File: src/rtl/etf_pkg.sv
package etf_pkg;

  typedef enum logic [1:0] {
    ST_IDLE = 2'd0,
    ST_DATA = 2'd1,
    ST_PAD  = 2'd2,
    ST_FCS  = 2'd3
  } seq_state_e;

  localparam int unsigned FCS_BYTES     = 4;
  localparam logic [31:0] CRC_POLY_REFL = 32'hEDB88320;

  // one byte of the reflected CRC-32 shift, LSB first
  function automatic logic [31:0] crc_byte(input logic [31:0] c_in, input logic [7:0] b);
    logic [31:0] c;
    c = c_in ^ {24'h0, b};
    for (int k = 0; k < 8; k++) begin
      c = c[0] ? ((c >> 1) ^ CRC_POLY_REFL) : (c >> 1);
    end
    return c;
  endfunction

endpackage

File: src/rtl/etf_crc32.sv
module etf_crc32
  import etf_pkg::*;
(
  input  logic        clk,
  input  logic        rst_n,
  input  logic        start,
  input  logic        adv,
  input  logic [7:0]  din,
  output logic [31:0] crc_q
);

  logic [31:0] crc_d;

  always_comb begin
    crc_d = crc_q;
    if (adv) begin
      crc_d = crc_byte(start ? 32'hFFFF_FFFF : crc_q, din);
    end
  end

  always_ff @(posedge clk or negedge rst_n) begin
    if (!rst_n) begin
      crc_q <= 32'hFFFF_FFFF;
    end else if (adv) begin
      crc_q <= crc_d;
    end
  end

endmodule

File: src/rtl/etf_sequencer.sv
module etf_sequencer
  import etf_pkg::*;
#(
  parameter int unsigned MIN_LEN = 64,
  parameter int unsigned FID_W   = 6
) (
  input  logic             clk,
  input  logic             rst_n,
  input  logic             tx_enable,
  input  logic             pad_enable,
  input  logic             crc_enable,
  input  logic             in_valid,
  input  logic [7:0]       in_data,
  input  logic             in_last,
  input  logic [FID_W-1:0] in_fid,
  input  logic [31:0]      crc_val,
  output logic             in_ready,
  output logic             crc_start,
  output logic             crc_adv,
  output logic [7:0]       crc_din,
  output logic             frame_start,
  output logic             out_valid,
  output logic [7:0]       out_data,
  output logic             out_last,
  output logic             frame_done,
  output logic [FID_W-1:0] cur_fid,
  output logic             fatal
);

  localparam int unsigned PAD_TARGET = MIN_LEN - FCS_BYTES;
  localparam int unsigned CNT_W      = $clog2(PAD_TARGET + 1);
  localparam int unsigned IDX_W      = $clog2(FCS_BYTES);

  seq_state_e       st_q, st_d;
  logic [CNT_W-1:0] cnt_q, cnt_d, cnt_inc;
  logic [IDX_W-1:0] idx_q, idx_d;
  logic             padm_q, padm_d, crcm_q, crcm_d;
  logic [FID_W-1:0] fid_q, fid_d;
  logic             fatal_q, fatal_d;
  logic             ov_d, ol_d, done_d;
  logic [7:0]       od_d;
  logic             accept, cur_pad, cur_crc, need_pad;

  assign in_ready = !fatal_q && ((st_q == ST_IDLE && tx_enable) || st_q == ST_DATA);
  assign accept   = in_valid && in_ready;
  assign cur_pad  = (st_q == ST_IDLE) ? (pad_enable && crc_enable) : padm_q;
  assign cur_crc  = (st_q == ST_IDLE) ? crc_enable : crcm_q;
  assign cnt_inc  = (cnt_q == CNT_W'(PAD_TARGET)) ? cnt_q : cnt_q + 1'b1;
  assign need_pad = cur_pad && (cnt_inc < CNT_W'(PAD_TARGET));

  always_comb begin
    st_d        = st_q;
    cnt_d       = cnt_q;
    idx_d       = idx_q;
    padm_d      = padm_q;
    crcm_d      = crcm_q;
    fid_d       = fid_q;
    fatal_d     = fatal_q;
    ov_d        = 1'b0;
    od_d        = 8'h00;
    ol_d        = 1'b0;
    done_d      = 1'b0;
    crc_start   = 1'b0;
    crc_adv     = 1'b0;
    crc_din     = in_data;
    frame_start = 1'b0;
    if (accept) begin
      ov_d    = 1'b1;
      od_d    = in_data;
      crc_adv = 1'b1;
      cnt_d   = cnt_inc;
      if (st_q == ST_IDLE) begin
        frame_start = 1'b1;
        crc_start   = 1'b1;
        padm_d      = cur_pad;
        crcm_d      = cur_crc;
        fid_d       = in_fid;
        st_d        = ST_DATA;
      end
      if (in_last) begin
        if (need_pad) begin
          st_d = ST_PAD;
        end else if (cur_crc) begin
          st_d  = ST_FCS;
          idx_d = '0;
        end else begin
          st_d   = ST_IDLE;
          ol_d   = 1'b1;
          done_d = 1'b1;
          cnt_d  = '0;
        end
      end
    end else begin
      case (st_q)
        ST_DATA: begin
          fatal_d = 1'b1;
          st_d    = ST_IDLE;
          done_d  = 1'b1;
          cnt_d   = '0;
        end
        ST_PAD: begin
          ov_d    = 1'b1;
          crc_adv = 1'b1;
          crc_din = 8'h00;
          cnt_d   = cnt_inc;
          if (cnt_inc == CNT_W'(PAD_TARGET)) begin
            st_d  = ST_FCS;
            idx_d = '0;
          end
        end
        ST_FCS: begin
          ov_d  = 1'b1;
          od_d  = ~crc_val[8*idx_q +: 8];
          idx_d = idx_q + 1'b1;
          if (idx_q == IDX_W'(FCS_BYTES - 1)) begin
            st_d   = ST_IDLE;
            ol_d   = 1'b1;
            done_d = 1'b1;
            cnt_d  = '0;
          end
        end
        default: ;
      endcase
    end
  end

  always_ff @(posedge clk or negedge rst_n) begin
    if (!rst_n) begin
      st_q       <= ST_IDLE;
      cnt_q      <= '0;
      idx_q      <= '0;
      padm_q     <= 1'b0;
      crcm_q     <= 1'b0;
      fid_q      <= '0;
      fatal_q    <= 1'b0;
      out_valid  <= 1'b0;
      out_data   <= 8'h00;
      out_last   <= 1'b0;
      frame_done <= 1'b0;
    end else begin
      st_q       <= st_d;
      cnt_q      <= cnt_d;
      idx_q      <= idx_d;
      fatal_q    <= fatal_d;
      out_valid  <= ov_d;
      out_data   <= od_d;
      out_last   <= ol_d;
      frame_done <= done_d;
      if (frame_start) begin
        padm_q <= padm_d;
        crcm_q <= crcm_d;
        fid_q  <= fid_d;
      end
    end
  end

  assign cur_fid = fid_q;
  assign fatal   = fatal_q;


  fatal_sticky_chk: assert property (@(posedge clk) disable iff (!rst_n)
    fatal_q |=> fatal_q);


  pad_len_chk: assert property (@(posedge clk) disable iff (!rst_n)
    (st_q == ST_FCS && idx_q == '0 && padm_q) |-> (cnt_q == CNT_W'(PAD_TARGET)));


  stop_no_trunc_chk: assert property (@(posedge clk) disable iff (!rst_n)
    (st_q == ST_DATA && in_valid && !tx_enable) |=> out_valid);

endmodule

File: src/rtl/etf_status.sv
module etf_status #(
  parameter int unsigned FID_W = 6
) (
  input  logic             clk,
  input  logic             rst_n,
  input  logic             frame_start,
  input  logic             frame_done,
  input  logic [FID_W-1:0] cur_fid,
  input  logic             late_coll,
  input  logic             max_coll,
  output logic             status_valid,
  output logic [FID_W-1:0] status_fid,
  output logic             status_late_coll,
  output logic             status_max_coll
);

  logic       late_acc_q, late_acc_d, max_acc_q, max_acc_d;

  always_comb begin
    if (frame_start) begin
      late_acc_d = late_coll;
      max_acc_d  = max_coll;
    end else begin
      late_acc_d = late_acc_q | late_coll;
      max_acc_d  = max_acc_q | max_coll;
    end
  end

  always_ff @(posedge clk or negedge rst_n) begin
    if (!rst_n) begin
      late_acc_q       <= 1'b0;
      max_acc_q        <= 1'b0;
      status_valid     <= 1'b0;
      status_fid       <= '0;
      status_late_coll <= 1'b0;
      status_max_coll  <= 1'b0;
    end else begin
      late_acc_q   <= late_acc_d;
      max_acc_q    <= max_acc_d;
      status_valid <= frame_done;
      if (frame_done) begin
        status_fid       <= cur_fid;
        status_late_coll <= late_acc_q | late_coll;
        status_max_coll  <= max_acc_q | max_coll;
      end
    end
  end

endmodule

File: src/rtl/eth_tx_finisher.sv
module eth_tx_finisher #(
  parameter int unsigned MIN_LEN = 64,
  parameter int unsigned FID_W   = 6
) (
  input  logic             clk,
  input  logic             rst_n,
  input  logic             tx_enable,
  input  logic             pad_enable,
  input  logic             crc_enable,
  input  logic             in_valid,
  output logic             in_ready,
  input  logic [7:0]       in_data,
  input  logic             in_last,
  input  logic [FID_W-1:0] in_fid,
  input  logic             late_coll,
  input  logic             max_coll,
  output logic             out_valid,
  output logic [7:0]       out_data,
  output logic             out_last,
  output logic             status_valid,
  output logic [FID_W-1:0] status_fid,
  output logic             status_late_coll,
  output logic             status_max_coll,
  output logic             status_underrun
);

  logic             crc_start, crc_adv, frame_start, frame_done, fatal;
  logic [7:0]       crc_din;
  logic [31:0]      crc_val;
  logic [FID_W-1:0] cur_fid;

  etf_crc32 i_crc (
    .clk   (clk),
    .rst_n (rst_n),
    .start (crc_start),
    .adv   (crc_adv),
    .din   (crc_din),
    .crc_q (crc_val)
  );

  etf_sequencer #(.MIN_LEN(MIN_LEN), .FID_W(FID_W)) i_seq (
    .clk         (clk),
    .rst_n       (rst_n),
    .tx_enable   (tx_enable),
    .pad_enable  (pad_enable),
    .crc_enable  (crc_enable),
    .in_valid    (in_valid),
    .in_data     (in_data),
    .in_last     (in_last),
    .in_fid      (in_fid),
    .crc_val     (crc_val),
    .in_ready    (in_ready),
    .crc_start   (crc_start),
    .crc_adv     (crc_adv),
    .crc_din     (crc_din),
    .frame_start (frame_start),
    .out_valid   (out_valid),
    .out_data    (out_data),
    .out_last    (out_last),
    .frame_done  (frame_done),
    .cur_fid     (cur_fid),
    .fatal       (fatal)
  );

  etf_status #(.FID_W(FID_W)) i_stat (
    .clk              (clk),
    .rst_n            (rst_n),
    .frame_start      (frame_start),
    .frame_done       (frame_done),
    .cur_fid          (cur_fid),
    .late_coll        (late_coll),
    .max_coll         (max_coll),
    .status_valid     (status_valid),
    .status_fid       (status_fid),
    .status_late_coll (status_late_coll),
    .status_max_coll  (status_max_coll)
  );

  assign status_underrun = fatal;


  last_then_status_chk: assert property (@(posedge clk) disable iff (!rst_n)
    (out_valid && out_last) |=> status_valid);


  silent_after_fatal_chk: assert property (@(posedge clk) disable iff (!rst_n)
    status_underrun |-> !out_valid);

endmodule

File: config.mk
export PLATFORM = sky130hd
export DESIGN_NAME = eth_tx_finisher
export DESIGN_NICKNAME = d
export VERILOG_FILES = /design/src/rtl/etf_pkg.sv /design/src/rtl/etf_crc32.sv /design/src/rtl/etf_sequencer.sv /design/src/rtl/etf_status.sv /design/src/rtl/eth_tx_finisher.sv
export SDC_FILE = /design/constraint.sdc
export NUM_CORES = 1
export LEC_CHECK = 0
export CAP_MARGIN = 20
export CORE_ASPECT_RATIO = 0.8
export CORE_UTILIZATION = 60
export CTS_CLUSTER_SIZE = 14
export DETAILED_ROUTE_END_ITERATION = 16
export PLACE_DENSITY = 0.8
export SYNTH_ARGS = -nofsm -noshare
export SYNTH_HDL_FRONTEND = slang
export SYNTH_HIERARCHICAL = 1
export SYNTH_SLANG_ARGS = --single-unit
File: constraint.sdc
create_clock -name clk -period 6.4 [get_ports clk]
set_clock_uncertainty 0.05 [all_clocks]
set_input_delay 0.64 -clock clk [delete_from_list [all_inputs] [get_ports clk]]
set_output_delay 0.64 -clock clk [all_outputs]
set_load 0.03 [all_outputs]
==> results by group <==
Synth
  • Syn Area/Cell: roughly 11 um2
  • Yosys cell types: 51
  • Mux cell area share after synthesis: roughly an eighth
  • Post-Synth XOR/XNOR Area: between 20% and 30%
  • Dominant synthesized flop cell: dfrtp_1
  • Simple-Gate Fraction of Synth Area: about an eighth
  • Post-Syn Nets: around 450
  • Cell Area, Synth: between 0.004 and 0.005 mm2
  • Yosys warning count: 6
  • Seq/Total Area, Yosys: between 40% and 50%
  • Post-synth EDFFs: 0
  • Post-synthesis compound-gate area fraction: roughly 9.1%
  • FFs w/ async S/R, synth: 100%
  • Largest family of logic cells by synthesized area: XOR/XNOR gates
  • Cells after Synth: 419
  • Adder-Cell Fraction of Synth Area: 0.847%
  • #FFs+latches synth: 73

Cells and area
  • Finished Layout Cells: 546
  • Area of the multi-input gates: about 0.0024 mm2
  • Most common cell after layout, fill and taps aside: nor2_1
  • P&R area growth vs syn: 14.7%
  • Most frequent cells in the layout: nor2_1 (67), xnor2_1 (65), clkdlybuf4s50_1 (42), dfrtp_1 (41), dfstp_2 (32)
  • Ant. Diodes: 0
  • Share of layout cells above drive strength 1: 20.0%
  • Register area: between 0.0015 and 0.002 mm2
  • Nets: 480
  • # fillers: between 500 and 600
  • Fin util: about 72%

Floorplanning
  • Core Footprint: between 0.007 and 0.008 mm2
  • Num rows: 27
  • Initial Utilization: around 63%
  • I/O pin cnt: 44
  • Die height: just under 80 um
  • DIE AREA: 0.00774 mm2
  • Die X: 98.1 um

Timing
  • Final Hold Viols: 0
  • FMAX: about 220 MHz
  • Crit share post-route: approximately 71%
  • Actual transition at the worst max-transition pin: 0.900 ns
  • Final worst path period need: approximately 4.5 ns
  • Fin. max-slew vios: 0
  • Worst slew margin: 40.0%
  • Unrepaired setup endpoints after global routing: no
  • TNS Setup: 0 ns
  • WHS: roughly 0.44 ns
  • Final setup fails: 0

Status
  • Status: complete, but fails checks
  • Failing checks: design-rule violations

Clocking
  • Clk sinks: between 70 and 80
  • CTS resizes: 0
  • Clock tree buffer depth: 2
  • # hold bufs at CTS: 0
  • Num CTS Buffers: 9
  • # H-tree levels: 3
  • CTS tree: done
  • Reg clk slew, reported paths: 0.08 ns
  • CTS Root Cell: clkbuf_8
  • Post-CTS setup buffers: 0
  • Clk Latency, worst-skew pair: 0.35 ns

Drt
  • DRT antenna net count: 0
  • Pre-antenna DRT Iters: 15
  • Via Count: approximately 3.1k
  • Via density: between 5 and 6
  • Final WL: between 9000 and 10000 um
  • Initial drt markers: approximately 220
  • Average routed wire per standard cell: ~18 um
  • DRC: 2

Setup path
  • Startpoint type of the worst setup path: primary input
  • FF-to-FF Start: i_seq/st_q[0]
  • Arr. time, crit path: 4.77 ns
  • Levels on crit path: 12
  • CP Capture Type: flip-flop
  • Buf/Inv on CP: 2
  • Slowest CP cell: inv_1
  • CP Class: primary input to flip-flop
  • R2R setup slack: 2.03 ns
  • Largest fanout on the critical path: 25
  • Crit path cell chain: clkdlybuf4s50_1 > nor2_1 > nor3_1 > and2_1 > nand2_1 > inv_1 > nor2_1 > xnor2_1 > xnor3_1 > xor3_1 > xnor2_1 > a21oi_1
  • CP delay by family, top: simple AND/OR/NAND/NOR gates
  • CP max stage delay: 0.76 ns
  • R2R depth: 11
  • Required time of the critical path: roughly 6.6 ns
  • Worst r2r dst: i_crc/crc_q[22]

Run
  • Max Cap Viol: 0

Global route
  • Initial antenna violation count: 0
  • First-pass GRT wire length: approximately 16000 um
  • Largest net degree at the start of global routing: 74
  • Total global routing overflow: 0
  • Vias in the first global route: 2996
  • GRT Overall Usage: between 20% and 30%

Min path
  • HP Class: flip-flop to flip-flop
  • Hold Crit Endpoint: i_stat/late_acc_q
  • WHS Path Cells: 1
  • Hold_sp: i_stat/late_acc_q

Place
  • Hpwl dp: just under 7000 um
  • Port Buffers: 43
  • Placed cell count: between 500 and 600
  • Gpl congestion: slightly below 0.9
-- flip-flops by register name, summed over array words and instances (netlist names) --
signal / count
i_crc/crc_q: 32
i_seq/out_data: 8
i_seq/cnt_q: 6
i_seq/cur_fid: 6
i_stat/status_fid: 6
i_seq/idx_q: 2
i_seq/st_q: 2
i_seq/crcm_q: 1
i_seq/fatal: 1
i_seq/frame_done: 1
i_seq/out_last: 1
i_seq/out_valid: 1
i_seq/padm_q: 1
i_stat/late_acc_q: 1
i_stat/max_acc_q: 1
i_stat/status_late_coll: 1
i_stat/status_max_coll: 1
i_stat/status_valid: 1
-- metal layers --
metal	routed length, um	part of all wire [%]	GRT usage, %	vias to the layer above
met5	0	0	0	-
met4	179	1.9	10.0	0
met3	570	5.9	4.49	15
met2	4290	45	39.9	104
met1	4560	47	40.1	1496
li1	-	-	-	1476
-- worst max path at each step --
stage | from | end | slack, ns
6_report | tx_enable | i_crc/crc_q[22] | 1.86
3_5_place_dp | tx_enable | i_crc/crc_q[19] | 1.62
2_1_floorplan | tx_enable | i_crc/crc_q[19] | 2.81
5_1_grt | tx_enable | i_crc/crc_q[22] | 1.49
3_3_place_gp | tx_enable | i_crc/crc_q[19] | 1.81
4_1_cts | tx_enable | i_crc/crc_q[22] | 1.92
-- cells in the mapped netlist, types with 5 or more instances --
cell type / count / area [um2]
xor2_1: 17 / 149
inv_1: 7 / 26.3
dfstp_2: 32 / 841
nor2_1: 67 / 251
dfrtp_1: 41 / 1030
mux2_4: 8 / 120
o21ai_0: 10 / 50.1
mux2_1: 6 / 67.6
a21o_1: 7 / 52.6
and2_1: 9 / 56.3
o21ai_1: 5 / 25.0
nand3_1: 7 / 35.0
mux4_2: 8 / 180
a21oi_1: 26 / 130
clkbuf_1: 10 / 37.5
xnor2_1: 65 / 569
mux2_2: 12 / 135
nand2_1: 25 / 93.8
-- cell families after synthesis --
| family | Yosys count |
|---|---|
| and+or+nand+nor | 123 |
| xor gates and xnor gates | 91 |
| DFF | 73 |
| AOI/OAI and AO/OA | 64 |
| muxes | 35 |
| buffers and inverters | 30 |
| adders and majority gates | 3 |
-- per-stage QoR --
stage | worst slack, ns | area (um2)
2_1_floorplan | 2.81 | 4430
3_3_place_gp | 1.81 | 4880
3_5_place_dp | 1.62 | 4880
4_1_cts | 1.92 | 5090
5_1_grt | 1.49 | 5090
6_report | 1.86 | 5090
-- worst reg2reg max path, delay by kind of cell, from the launching register on --
family	cells	cell delay, ns
AOI/OAI and AO/OA	1	0.15
xor gates and xnor gates	4	1.35
buffers and inverters	1	0.76
DFF	1	0.55
and+or+nand+nor	5	1.45
-- layout make-up --
cell class	count	share of cell area, %
flip-flops and latches	73	36.7
clock buffers	12	3.05
inverters	7	0.516
well taps	87	2.14
multi-input cells	316	47.6
clock inverters	4	1.01
repair buffers	47	8.95
Power is left out: the tool's default activity adds up to more than one toggle a clock period on the data nets, which glitch-free logic cannot reach.
